**config.mk**
```make
export PLATFORM = sky130hd
export DESIGN_NAME = sm_adder
export DESIGN_NICKNAME = d
export VERILOG_FILES = /design/src/rtl/sm_adder_pkg.sv /design/src/rtl/sm_adder_ctrl.sv /design/src/rtl/sm_adder_datapath.sv /design/src/rtl/sm_adder.sv
export SDC_FILE = /design/constraint.sdc
export NUM_CORES = 1
export LEC_CHECK = 0
export BUFFER_PORTS_ARGS = -buffer_cell sky130_fd_sc_hd__buf_2
export CAP_MARGIN = 40
export CORE_AREA = 2 2 39 41
export DETAILED_ROUTE_END_ITERATION = 7
export DIE_AREA = 0 0 41 43
export PLACE_DENSITY = 0.47
export SLEW_MARGIN = 20
export SYNTH_ARGS = -nofsm -noshare
export SYNTH_HDL_FRONTEND = slang
export SYNTH_SLANG_ARGS = --single-unit
```
**constraint.sdc**
```tcl
create_clock -name vclk -period 3.19
set_input_delay 0.1595 -clock vclk [all_inputs]
set_output_delay 0.1595 -clock vclk [all_outputs]
set_load 0.01 [all_outputs]
```
**src/rtl/sm_adder_pkg.sv**
```systemverilog
package sm_adder_pkg;

  // Strobes from the sign/compare control to the magnitude datapath.
  typedef struct packed {
    logic doSub;       // signs differ: larger minus smaller
    logic swapOps;     // B magnitude is strictly larger than A
    logic resultSign;  // sign to attach before zero normalisation
  } smAddCtrl_t;

endpackage

```
**src/rtl/sm_adder_ctrl.sv**
```systemverilog
module sm_adder_ctrl
  import sm_adder_pkg::*;
#(
  parameter int WIDTH = 4,
  localparam int MAG_W = WIDTH - 1
) (
  input  logic             signA,
  input  logic             signB,
  input  logic [MAG_W-1:0] magA,
  input  logic [MAG_W-1:0] magB,
  output smAddCtrl_t       ctrl
);

  logic [MAG_W:0] gtChain;  // B > A decided at or above bit i
  logic [MAG_W:0] eqChain;  // equal at or above bit i
  logic           bLarger;

  // MSB-first magnitude compare; a zero magnitude compares the same
  // whatever its sign bit says.
  assign gtChain[MAG_W] = 1'b0;
  assign eqChain[MAG_W] = 1'b1;

  for (genvar i = MAG_W - 1; i >= 0; i--) begin : g_cmp
    assign gtChain[i] = gtChain[i+1] | (eqChain[i+1] & magB[i] & ~magA[i]);
    assign eqChain[i] = eqChain[i+1] & (magA[i] ~^ magB[i]);
  end

  assign bLarger = gtChain[0];

  always_comb begin
    ctrl.doSub      = signA ^ signB;
    ctrl.swapOps    = bLarger;
    if (signA == signB) begin
      ctrl.resultSign = signA;
    end else begin
      ctrl.resultSign = bLarger ? signB : signA;
    end
  end

  // a swap is only ever requested when B really is larger
  always_comb begin
    p_swap_larger_r4: assert (!ctrl.swapOps || (magB > magA))
      else $error("swap requested with B not larger");
  end

endmodule

```
**src/rtl/sm_adder_datapath.sv**
```systemverilog
module sm_adder_datapath
  import sm_adder_pkg::*;
#(
  parameter int WIDTH = 4,
  localparam int MAG_W = WIDTH - 1
) (
  input  logic [MAG_W-1:0] magA,
  input  logic [MAG_W-1:0] magB,
  input  smAddCtrl_t       ctrl,
  output logic [MAG_W-1:0] magSum,
  output logic             signOut,
  output logic             overflow
);

  logic [MAG_W-1:0] bigMag;
  logic [MAG_W-1:0] smallMag;
  logic [MAG_W-1:0] addend;
  logic [MAG_W:0]   carry;
  logic             isZero;

  assign bigMag   = ctrl.swapOps ? magB : magA;
  assign smallMag = ctrl.swapOps ? magA : magB;
  assign addend   = ctrl.doSub ? ~smallMag : smallMag;
  assign carry[0] = ctrl.doSub;

  // Shared ripple chain for both add and subtract.
  for (genvar i = 0; i < MAG_W; i++) begin : g_fa
    assign magSum[i]  = bigMag[i] ^ addend[i] ^ carry[i];
    assign carry[i+1] = (bigMag[i] & addend[i]) |
                        (carry[i] & (bigMag[i] ^ addend[i]));
  end

  assign isZero   = (magSum == '0);
  assign overflow = ~ctrl.doSub & carry[MAG_W];
  assign signOut  = ctrl.resultSign & ~isZero;

  // subtraction never produces more than the larger magnitude
  always_comb begin
    p_sub_bounded_r4: assert (!ctrl.doSub || (magSum <= bigMag))
      else $error("difference exceeds larger magnitude");
  end

endmodule

```
**src/rtl/sm_adder.sv**
```systemverilog
module sm_adder
  import sm_adder_pkg::*;
#(
  parameter int WIDTH = 4
) (
  input  logic [WIDTH-1:0] opA,
  input  logic [WIDTH-1:0] opB,
  output logic [WIDTH-1:0] sumOut,
  output logic             overflow
);

  localparam int MAG_W = WIDTH - 1;

  smAddCtrl_t       ctrl;
  logic [MAG_W-1:0] magSum;
  logic             signOut;

  sm_adder_ctrl #(.WIDTH(WIDTH)) u_ctrl (
    .signA (opA[WIDTH-1]),
    .signB (opB[WIDTH-1]),
    .magA  (opA[MAG_W-1:0]),
    .magB  (opB[MAG_W-1:0]),
    .ctrl  (ctrl)
  );

  sm_adder_datapath #(.WIDTH(WIDTH)) u_dp (
    .magA     (opA[MAG_W-1:0]),
    .magB     (opB[MAG_W-1:0]),
    .ctrl     (ctrl),
    .magSum   (magSum),
    .signOut  (signOut),
    .overflow (overflow)
  );

  assign sumOut = {signOut, magSum};

  always_comb begin
    // mixed signs can never overflow
    p_no_overflow_r3: assert (!((opA[WIDTH-1] != opB[WIDTH-1]) && overflow))
      else $error("overflow with differing signs");
    // no negative zero on the output
    p_no_neg_zero_r6: assert (overflow || (sumOut != {1'b1, {MAG_W{1'b0}}}))
      else $error("negative zero produced");
    // a non-zero same-sign sum keeps the shared sign
    p_same_sign_r2: assert (overflow || (opA[WIDTH-1] != opB[WIDTH-1]) ||
                            (sumOut[MAG_W-1:0] == '0) ||
                            (sumOut[WIDTH-1] == opA[WIDTH-1]))
      else $error("same-sign result lost its sign");
  end

endmodule

```
==> flow_metrics.tcl <==
set metrics [dict create \
    final_cell_mix "sky130_fd_sc_hd__buf_2, sky130_fd_sc_hd__inv_1" \
    post_cts_hold_buffer_count 0 \
    power_density_nw_per_um2 272 \
    ys_warn_count 0 \
    syn_area_per_cell_um2 8.80 \
    switching_share 0.525 \
    numPortBuffers 13 \
    setup.worst_path.end_class "output pin" \
    hp-class "input pin to output pin" \
    ys_types 20 \
    report.final.setup_viol 0 \
    ff_latch_area_um2 0 \
    via_per_inst 4.28 \
    maximum_number_of_pins_on_one_net_before_global_route_repair 6 \
    critPathRequiredTime_ns 3.03 \
    via_count_of_the_first_global_routing_pass 208 \
    gp_congestion 0.666 \
    area_growth_pct 33.3 \
    hold_path.startpoint "opB[0]" \
    timing.setup.critical_path_class "input pin to output pin" \
    hpwlAfterDp_um 473 \
    core_area_um2 1380 \
    finalMaxSlewViolations 0 \
    placementRows 14 \
    finalNonFillerCells 58 \
    final.setup.worst_slack_ns 0.349 \
    post_synth_instance_area_um2 255 \
    netlist_instances 29 \
    synth.yosys.seq_area_share 0 \
    hold_depth 3 \
    place_worst_setup_slack_ns 0.334 \
    multiInputGateArea_um2 233 \
    switchingPower_uw 48.6 \
    share_seq_of_total_power 0 \
    arrival_ns 2.68 \
    synth.top_cell.area_share 0.157 \
    clockBufferCount 0 \
    hold_end "sumOut[0]" \
    crit_path_start_kind "input pin" \
    number_of_antenna_violations_at_the_first_check_in_global_routing 0 \
    filler_cell_count 160 \
    fin_nets 55 \
    netlist.top_cell.by_area "sky130_fd_sc_hd__fa_1" \
    worst-slew-pin-transition_ns 0.479 \
    synth.net_count 40 \
    diodes_inserted 0 \
    first_pass_grt_wire_length_um 821 \
    wl_per_cell_um 8.84 \
    drt_iter0_drc 1 \
    min_period_over_period 0.891 \
    rsz_0062_raised_after_global_routing "no" \
    die_height_um 43 \
    ios 13 \
    die_w_um 41 \
    area_of_the_die_um2 1760 \
    power.leakage_uw 0.000168 \
    first_pass_iters 3 \
    grt_overflow 0 \
    initial_utilization 0.184 \
    commonest_non_fill_non_tap_cell_in_the_layout "sky130_fd_sc_hd__buf_2" \
    postRouteAntennaNets 0 \
    p_int_uw 43.9 \
    drc 0 \
    combinationalPowerShare 1.000 \
    seq_cells 0 \
    drv.max_cap_violation_count 0 \
    run_status "complete, no violations" \
    post_cts_buffers 0 \
    finalHoldViolCount 0 \
    fin_tns_setup_ns 0 \
    post_cts.resized_instances 0 \
    path_max_fanout 4 \
    routed_wl_um 513 \
    dp.cells 58 \
    detailroute.via_count 248 \
    worst_ir_drop_vdd_mv 0.0704 \
    grt.total_usage 0.0622 \
    synth.top_cells.by_area "sky130_fd_sc_hd__fa_1, sky130_fd_sc_hd__nor4_4, sky130_fd_sc_hd__mux2i_1" \
    timing.max_slew.rel_slack 0.679 \
    post_route_cells_drive_above_1_share 0.429 \
    fmax_ghz 0.352 \
    power.share.clock 0 \
    finalCoreUtilization 0.246 \
    final.min_clock_period_ns 2.84 \
]
## area by class of cell
type	count	area share
multi-input combinational	24	0.684
tap	16	0.0588
timing repair buffer	14	0.213
inverter	4	0.0441
## critical path: stages
cell                       delay, ns
sky130_fd_sc_hd__buf_2          0.09
sky130_fd_sc_hd__inv_1          0.04
sky130_fd_sc_hd__ha_1           0.33
sky130_fd_sc_hd__and4bb_4       0.22
sky130_fd_sc_hd__nor4_4         0.29
sky130_fd_sc_hd__nor3b_1        0.21
sky130_fd_sc_hd__a211oi_1       0.08
sky130_fd_sc_hd__fa_1           0.36
sky130_fd_sc_hd__inv_1          0.07
sky130_fd_sc_hd__fa_1           0.43
sky130_fd_sc_hd__nor3_1         0.20
sky130_fd_sc_hd__nor2_1         0.06
sky130_fd_sc_hd__buf_2          0.13
## worst max-delay path by stage
stage | from | end | slack [ns] | cells past startpoint
after global placement | opA[2] | sumOut[3] | 0.36 | 13
after detailed placement | opA[2] | sumOut[3] | 0.33 | 13
after CTS | opA[2] | sumOut[3] | 0.33 | 13
after floorplan | opA[2] | sumOut[3] | 0.43 | 12
final | opA[2] | sumOut[3] | 0.35 | 13
after global routing | opA[2] | sumOut[3] | 0.20 | 13
## power groups by stage
stage          logic (uW)  registers, uW  clock network, uW
2_1_floorplan        64.9              0                  0
3_3_place_gp         92.9              0                  0
3_5_place_dp         94.5              0                  0
4_1_cts              94.8              0                  0
5_1_grt               105              0                  0
6_report             92.5              0                  0
## cells in the mapped netlist
cell,number
sky130_fd_sc_hd__and4b_2,1
sky130_fd_sc_hd__mux2_2,1
sky130_fd_sc_hd__a211oi_1,1
sky130_fd_sc_hd__inv_1,4
sky130_fd_sc_hd__xnor2_1,2
sky130_fd_sc_hd__and3b_1,1
sky130_fd_sc_hd__xor2_1,2
sky130_fd_sc_hd__ha_1,1
sky130_fd_sc_hd__nor4_4,1
sky130_fd_sc_hd__nor3_1,2
sky130_fd_sc_hd__o22ai_1,1
sky130_fd_sc_hd__a21oi_1,1
sky130_fd_sc_hd__and2_1,1
sky130_fd_sc_hd__fa_1,2
sky130_fd_sc_hd__buf_4,1
sky130_fd_sc_hd__nor2_1,2
sky130_fd_sc_hd__nor3b_1,1
sky130_fd_sc_hd__mux2i_1,2
sky130_fd_sc_hd__and4bb_4,1
sky130_fd_sc_hd__nor2b_1,1
## cell families after synthesis
| logic type | after synthesis | share of synthesized area |
|---|---|---|
| simple gates | 11 | 0.373 |
| buf+inv | 5 | 0.0882 |
| xor+xnor | 4 | 0.137 |
| compound gates | 3 | 0.0735 |
| mux | 3 | 0.123 |
| fa+ha+maj | 3 | 0.206 |
## metrics by stage
stage	hold slack (ns)	total power [uW]	area, um2
6_report	0.661	92.5	340
5_1_grt	0.691	105	340
4_1_cts	0.673	94.8	340
3_5_place_dp	0.669	94.5	340
3_3_place_gp	0.674	92.9	340
2_1_floorplan	0.406	64.9	255
## layer usage
metal,share of wire,vias up,track usage
met4,0,0,0
li1,-,128,-
met5,0,-,0
met3,0.037,0,0
met2,0.52,2,0.100
met1,0.44,118,0.0965
(Power assumes the default switching activity.)
